## config.mk

```make
export PLATFORM = sky130hd
export DESIGN_NAME = pscl_down_timer
export DESIGN_NICKNAME = d
export VERILOG_FILES = /design/src/rtl/pscl_down_timer.sv
export SDC_FILE = /design/constraint.sdc
export NUM_CORES = 1
export LEC_CHECK = 0
export ABC_AREA = 0
export BUFFER_PORTS_ARGS = -buffer_cell sky130_fd_sc_hd__buf_2
export CAP_MARGIN = 20
export CORE_AREA = 2 2 70 72
export DETAILED_ROUTE_END_ITERATION = 10
export DIE_AREA = 0 0 72 74
export PLACE_DENSITY = 0.66
export SLEW_MARGIN = 10
export SYNTH_ARGS = -nofsm -noshare
export SYNTH_HDL_FRONTEND = slang
export SYNTH_SLANG_ARGS = --single-unit
export TNS_END_PERCENT = 5
```

## constraint.sdc

```tcl
create_clock -name clk -period 2.35 [get_ports clk]
set_input_delay 0.705 -clock clk [delete_from_list [all_inputs] [get_ports clk]]
set_output_delay 0.705 -clock clk [all_outputs]
set_load 0.05 [all_outputs]
```

## src/rtl/pscl_down_timer.sv

```systemverilog
module pscl_down_timer #(
  parameter int PRE_W = 6
) (
  input  logic       clk,
  input  logic       rst_n,
  input  logic       bus_wr,
  input  logic [1:0] bus_addr,
  input  logic [7:0] bus_wdata,
  output logic [7:0] bus_rdata,
  input  logic       ext_in,
  output logic       tmr_out,
  output logic       irq
);
  localparam logic [1:0] M_INT = 2'd0, M_CLK = 2'd1, M_GATE = 2'd2, M_TRIG = 2'd3;

  logic [2:0]       sync_q;
  logic [7:0]       reload_q, cnt_q;
  logic [PRE_W-1:0] pres_q, pre_q;
  logic [1:0]       mode_q;
  logic             run_q, cont_q, osel_q, mask_q, flag_q, tog_q, armed_q;

  wire ext_lvl  = sync_q[1];
  wire ext_rise = sync_q[1] & ~sync_q[2];
  wire wr_ctl   = bus_wr && bus_addr == 2'd2;
  wire ld       = wr_ctl && bus_wdata[0];
  wire retrig   = mode_q == M_TRIG && ext_rise;

  logic en_src;
  always_comb begin
    case (mode_q)
      M_INT:   en_src = 1'b1;
      M_CLK:   en_src = ext_rise;
      M_GATE:  en_src = ext_lvl;
      default: en_src = armed_q;
    endcase
  end

  wire tick   = run_q && !ld && !retrig && en_src;
  wire pre_tc = tick && pre_q == PRE_W'(1);
  wire eoc    = pre_tc && cnt_q == 8'd1;

  always_ff @(posedge clk or negedge rst_n) begin
    if (!rst_n) begin
      sync_q   <= '0;
      reload_q <= '0;
      pres_q   <= '0;
      {mask_q, osel_q, mode_q, cont_q, run_q} <= '0;
      flag_q   <= 1'b0;
      tog_q    <= 1'b0;
      cnt_q    <= '0;
      pre_q    <= '0;
      armed_q  <= 1'b0;
    end else begin
      sync_q <= {sync_q[1:0], ext_in};
      if (bus_wr && bus_addr == 2'd0) reload_q <= bus_wdata;
      if (bus_wr && bus_addr == 2'd1) pres_q <= bus_wdata[PRE_W-1:0];
      if (wr_ctl) {mask_q, osel_q, mode_q, cont_q, run_q} <= bus_wdata[6:1];
      else if (eoc && !cont_q) run_q <= 1'b0;
      if (eoc) flag_q <= 1'b1;
      else if (wr_ctl && bus_wdata[7]) flag_q <= 1'b0;
      if (eoc) tog_q <= ~tog_q;
      if (ld || retrig) begin
        cnt_q <= reload_q;
        pre_q <= pres_q;
      end else if (tick) begin
        pre_q <= pre_tc ? pres_q : pre_q - 1'b1;
        if (pre_tc) cnt_q <= eoc ? (cont_q ? reload_q : 8'd0) : cnt_q - 8'd1;
      end
      if (ld) armed_q <= 1'b0;
      else if (retrig) armed_q <= 1'b1;
    end
  end

  always_comb begin
    case (bus_addr)
      2'd0:    bus_rdata = reload_q;
      2'd1:    bus_rdata = 8'(pres_q);
      2'd2:    bus_rdata = {flag_q, mask_q, osel_q, mode_q, cont_q, run_q, 1'b0};
      default: bus_rdata = cnt_q;
    endcase
  end

  assign irq     = flag_q & mask_q;
  assign tmr_out = osel_q ? clk : tog_q;

  AST_LOAD_COPIES: assert property (@(posedge clk) disable iff (!rst_n)
    ld |=> cnt_q == $past(reload_q));
  AST_STOP_HOLDS: assert property (@(posedge clk) disable iff (!rst_n)
    !run_q && !ld && !retrig |=> $stable(cnt_q));
  AST_EOC_TOGGLES: assert property (@(posedge clk) disable iff (!rst_n)
    eoc |=> tog_q != $past(tog_q));
  AST_SINGLE_STOPS: assert property (@(posedge clk) disable iff (!rst_n)
    eoc && !cont_q && !wr_ctl |=> !run_q && cnt_q == 8'd0);
  AST_CONT_RELOADS: assert property (@(posedge clk) disable iff (!rst_n)
    eoc && cont_q |=> cnt_q == $past(reload_q));
  AST_FLAG_STICKY: assert property (@(posedge clk) disable iff (!rst_n)
    flag_q && !(wr_ctl && bus_wdata[7]) |=> flag_q);
  AST_GATE_LOW_HOLDS: assert property (@(posedge clk) disable iff (!rst_n)
    mode_q == M_GATE && !ext_lvl && !ld |=> $stable(cnt_q) && $stable(pre_q));
endmodule

```

==> results.yml, run 1 <==
status:
  status: "complete, but fails checks"
  violations: "setup timing"
synthesis:
  netlist_instances: 210
  avgSynthCellArea_um2: 11.0
  syn_area_um2: 2320
  async_flop_share: 1.00
  synthTopCellsByArea: "dfrtp_1 43%, mux2_2 11%, mux4_2 4.9%, nand2_1 3.1%, nor2_1 2.3%"
  synth_seq_area_share: 0.432
  yosysWarningCount: 0
  yosysTopAreaCell: "dfrtp_1"
  synth_edf_count: 0
  syn_nets: 228
  synth_cell_types: 60
  synth_common_cells: "40 x dfrtp_1, 22 x mux2_2, 19 x nand2_1"
  ys.flop_type: "dfrtp_1"
  ys_seq_elements: 40
  synth_top_area_share: 0.432
  synth_most_common_cell: "dfrtp_1"
global_routing:
  track_usage: 0.218
  grt.overflow.total: 0
  grt_pass1_vias: 1700
  antenna_found_initial: 0
  grt_pass1_wl_mm: 8.64
  grt_start_max_net_pins: 23
cells_and_area:
  multiInputGateArea_um2: 1230
  final_util: 0.585
  fill_cells: 393
  area_growth_pct: 16.0
  drive_above_1_share: 0.343
  final_nets: 262
  register_area_um2: 1000
  antenna_cells: 0
pwr:
  totalPowerFinal_mw: 2.74
  vdd_drop_max_uv: 522
  p_leak_nw: 1.15
  powerDensity_nw_per_um2: 1020
floorplanning:
  die_h_um: 74
  start_util: 0.504
  coreArea_um2: 4600
  die_x_um: 72
  dieArea_um2: 5330
  io_pins: 24
  std_cell_rows: 25
detailed_routing:
  drc: 0
  wl_per_cell_um: 17.9
  dr_total_vias: 1792
  viasPerCell: 5.99
  drtAntennaViolNets: 0
  first_pass_iters: 4
  wl_mm: 5.34
  drt_iter0_drc: 117
setup_path:
  cp.arrival_ns: 1.68
  slowest_stage: "mux2_4"
  critPathKind: "clk -> out"
  r2r_cells: 6
  timing.rr.end: "run_q"
  critPathMostFrequentCell: "buf_8"
  cp.depth: 3
  reg2reg_setup_slack_ns: 0.36
  r2r-start: "cnt_q[1]"
  cp_max_fo: 2
  crit_path_start: "clk"
  cpPeakStageDelay_ns: 0.26
  path_delay_family: "multiplexers"
  crit_end: "tmr_out"
  crit_buf_inv: 2
  cp.required_ns: 1.64
  start_kind: "clock port"
  path_cells: "buf_8, mux2_4, buf_8"
  cp-end-kind: "output pin"
hold_path:
  min_path_type: "in -> async"
timing:
  clock_skew_ns: 0.00859
  slew_violations: 0
  slew_headroom: 0.708
  tightest_slew_ns: 0.437
  setup_viol: 1
  rsz0062_at_grt: "true"
  setup_ws_ns: -0.0337
  final_hold_viol_count: 0
placement:
  place.port_buffers: 23
  gp_congestion: 0.830
  place_hpwl_mm: 3.95
cts:
  cts_tree: "done"
  clk_pin_slew_worst_paths_ns: 0.08
  cts_hold_repair.buffers: 0
  clock_latency_ns: 0.40
  post_cts_buffers: 0
flow_run:
  maxCapViolations: 0
-- timing repair --
item | CTS | global route
pin swaps | 0 | 0
setup endpoints to repair | 9 | 3
gates resized for setup | 6 | 2
-- layout by cell type (no fill, tap or decap), types with 4 or more instances in the layout --
cell type	instances
mux4_2	5
mux2_2	21
a21oi_1	7
dfrtp_1	39
clkbuf_8	6
nand3_1	7
inv_1	5
buf_4	13
a31oi_1	4
buf_2	21
nand2_1	19
and2_1	4
ha_1	4
o21ai_0	4
nor2_1	14
-- per-stage QoR --
| step | instance area (um^2) | hold WS, ns | setup slack [ns] | cells | setup TNS (ns) |
|---|---|---|---|---|---|
| final | 2690 | 0.214 | -0.0337 | 299 | -0.0337 |
| after global routing | 2690 | 0.247 | -0.0404 | 299 | -0.0555 |
| after CTS | 2690 | 0.229 | -0.0552 | 299 | -0.0552 |
| after detailed placement | 2550 | 0.337 | -0.135 | 289 | -0.784 |
| after global placement | 2550 | 0.334 | -0.129 | 289 | -0.691 |
| after floorplan | 2320 | 0.331 | 0.0114 | 210 | 0 |
-- cell families after synthesis --
logic type	Yosys count	share of synthesized area
AOI/OAI and AO/OA	49	0.170
xor gates and xnor gates	4	0.0151
adders and majority gates	4	0.0216
buffers and inverters	17	0.0389
DFF	40	0.432
muxes	30	0.168
and+or+nand+nor	66	0.154
-- metal layers --
metal / part of all wire / global-route usage
met1: 0.48 / 0.319
met5: 0 / 0
met2: 0.46 / 0.334
met3: 0.053 / 0.0474
met4: 0.0090 / 0.0566
-- registers in the layout, summed over array words and instances, names as in the netlist --
| signal | cells |
|---|---|
| pres_q | 6 |
| mode_q | 2 |
| sync_q | 3 |
| flag_q | 1 |
| cont_q | 1 |
| tog_q | 1 |
| cnt_q | 8 |
| armed_q | 1 |
| pre_q | 6 |
| reload_q | 8 |
| run_q | 1 |
| mask_q | 1 |
| osel_q | 1 |
-- worst min path at each step --
stage / endpoint / slack (ns)
floorplan: sync_q[1] / 0.33
global placement: sync_q[1] / 0.33
detailed placement: sync_q[1] / 0.34
CTS: run_q / 0.23
global route: pres_q[5] / 0.25
finish: run_q / 0.21
-- power breakdown --
| group | internal [mW] | switching [mW] |
|---|---|---|
| logic | 0.445 | 0.520 |
| registers | 0.876 | 0.252 |
| clock network | 0.333 | 0.313 |
| total | 1.65 | 1.08 |
-- final cells by class --
type | count | area share
Timing Repair Buffer | 36 | 0.0870
Sequential cell | 40 | 0.373
Clock inverter | 2 | 0.00605
Multi-Input combinational cell | 153 | 0.459
Tap cell | 54 | 0.0251
Clock buffer | 9 | 0.0433
Inverter | 5 | 0.00698
No activity file was read; power rests on OpenSTA's default activity.
==> run 2, diff against run 1 <==
--- a/config.mk
+++ b/config.mk
@@ -8,9 +8,9 @@
 export ABC_AREA = 0
 export BUFFER_PORTS_ARGS = -buffer_cell sky130_fd_sc_hd__buf_2
 export CAP_MARGIN = 20
-export CORE_AREA = 2 2 70 72
+export CORE_AREA = 8 8 76 78
 export DETAILED_ROUTE_END_ITERATION = 10
-export DIE_AREA = 0 0 72 74
+export DIE_AREA = 0 0 84 86
 export PLACE_DENSITY = 0.66
 export SLEW_MARGIN = 10
 export SYNTH_ARGS = -nofsm -noshare
==> run 2 against run 1 <==
Effect of this change:
- the run still ends with setup timing left
- clock skew rose by 0.00099 ns
- first-iteration DRC count rose by 38%
- combinational power shrank 0.4%
- clock power is 17% higher
- register-to-register slack got worse by 0.18 ns
- cell area is 0.93% higher
- wire length is 2.8% higher
- critical path depth unchanged
- final cell count down 0.67%
- utilization rose by 0.54 points
- global-route usage shrank 5.8 points
- critical endpoint unchanged
- largest cell class unchanged
- highest routed layer unchanged
==> results.yml, run 2 (same netlist as run 1, synthesis figures left out) <==
cells_and_area:
  area_growth_pct: 17.1
  final_cell_mix: "40 x dfrtp_1, 21 x mux2_2, 20 x buf_2"
  final_util: 0.590
  instances_no_fill: 297
  antenna_cells: 0
  layout_commonest_cell: "dfrtp_1"
  reg.largest.list: "cnt_q (8), reload_q (8)"
  final_nets: 260
  drive_above_1_share: 0.337
detailed_routing:
  wl_per_cell_um: 18.5
  drt_iter0_drc: 161
  viasPerCell: 6.16
  dr_total_vias: 1831
  drtAntennaViolNets: 0
  first_pass_iters: 4
  wl_mm: 5.49
  drc: 0
pwr:
  p_seq_frac: 0.397
  totalPowerFinal_mw: 2.85
  powerDensity_nw_per_um2: 1050
  cellInternalPower_mw: 1.76
  vdd_drop_max_uv: 534
  switchingPower_mw: 1.09
  p_sw_frac: 0.382
  p_leak_nw: 1.16
  pwr-share-clk: 0.265
  power_frac_comb: 0.338
timing:
  slew_headroom: 0.643
  final_hold_viol_count: 0
  setup_viol: 1
  rsz0062_at_grt: "true"
  tightest_slew_ns: 0.535
  slew_violations: 0
  setup_ws_ns: -0.0315
  clock_skew_ns: 0.00958
floorplanning:
  coreArea_um2: 4600
  die_x_um: 84
  dieArea_um2: 7220
  std_cell_rows: 25
  die_h_um: 86
  io_pins: 24
  start_util: 0.504
hold_path:
  min_path_type: "in -> async"
setup_path:
  critPathKind: "clk -> out"
  cp.required_ns: 1.64
  start_kind: "clock port"
  path_cells: "buf_8, mux2_4, buf_8"
  crit_buf_inv: 2
  cp_max_fo: 2
  slowest_stage: "mux2_4"
  path_delay_family: "multiplexers"
  cpPeakStageDelay_ns: 0.26
  cp.arrival_ns: 1.68
  cp-end-kind: "output pin"
  critPathMostFrequentCell: "buf_8"
global_routing:
  track_usage: 0.161
  grt.overflow.total: 0
  grt_pass1_wl_mm: 9.24
  grt_pass1_vias: 1805
  grt_start_max_net_pins: 23
  antenna_found_initial: 0
status:
  status: "complete, but fails checks"
  violations: "setup timing"
flow_run:
  maxCapViolations: 0
placement:
  placedCellCount: 287
  place.port_buffers: 23
  gp_congestion: 0.869
  pre_cts_slack_ns: -0.144
  place_hpwl_mm: 3.94
cts:
  cts_hold_repair.buffers: 0
  cts_tree: "done"
  post_cts_buffers: 0
  clock_latency_ns: 0.40
  cts_resized: 6
  clk_pin_slew_worst_paths_ns: 0.09
[run 2: cell types whose count changed in the layout (fill, tap and decap cells not counted), sizes merged]
cell,change
buf,-2
bufinv,+1
clkbuf,-1
[run 2: final timing paths]
| path | startpoint | to | slack (ns) | cells past startpoint |
|---|---|---|---|---|
| setup / recovery | clk | tmr_out | -0.03 | 3 |
| hold / removal | rst_n | run_q | 0.28 | 1 |
| setup reg to reg | pre_q[1] | run_q | 0.18 | 7 |
| hold reg to reg | sync_q[0] | sync_q[1] | 0.35 | 0 |
| max in group asynchronous | rst_n | reload_q[6] | 1.58 | 2 |
| min in group clk | sync_q[0] | sync_q[1] | 0.35 | 0 |
[run 2: per-layer routing]
metal  share of wire  routed length [um]  vias up  GRT usage
li1                -                   -      853          -
met1            0.47                2560      918      0.213
met2            0.46                2530       52      0.239
met3           0.057                 312        8     0.0464
met4           0.016                  89        0     0.0659
met5               0                   0        -          0
[run 2: area by class of cell]
class	instances	area, um^2
multi-input cells	153	1230
repair buffers	34	238
well taps	54	67.6
flip-flops and latches	40	1000
inverters	5	18.8
clock buffers	8	113
fillers	394	1880
clock inverters	3	42.5
[run 2: power by group through the flow]
| stage | clock (mW) | sequential, mW | combinational, mW |
|---|---|---|---|
| 2_1_floorplan | 0.0487 | 1.04 | 0.783 |
| 3_3_place_gp | 0.0560 | 1.13 | 0.943 |
| 3_5_place_dp | 0.0560 | 1.14 | 0.956 |
| 4_1_cts | 0.757 | 1.12 | 0.964 |
| 5_1_grt | 0.796 | 1.16 | 1.06 |
| 6_report | 0.753 | 1.13 | 0.961 |
[run 2: through the flow]
stage                     cell area (um^2)  setup TNS, ns  hold WS (ns)
after floorplan                       2320              0         0.331
after global placement                2550         -0.684         0.333
after detailed placement              2550         -0.776         0.337
after CTS                             2710        -0.0520         0.292
after global routing                  2710        -0.0447         0.306
final                                 2710        -0.0315         0.278
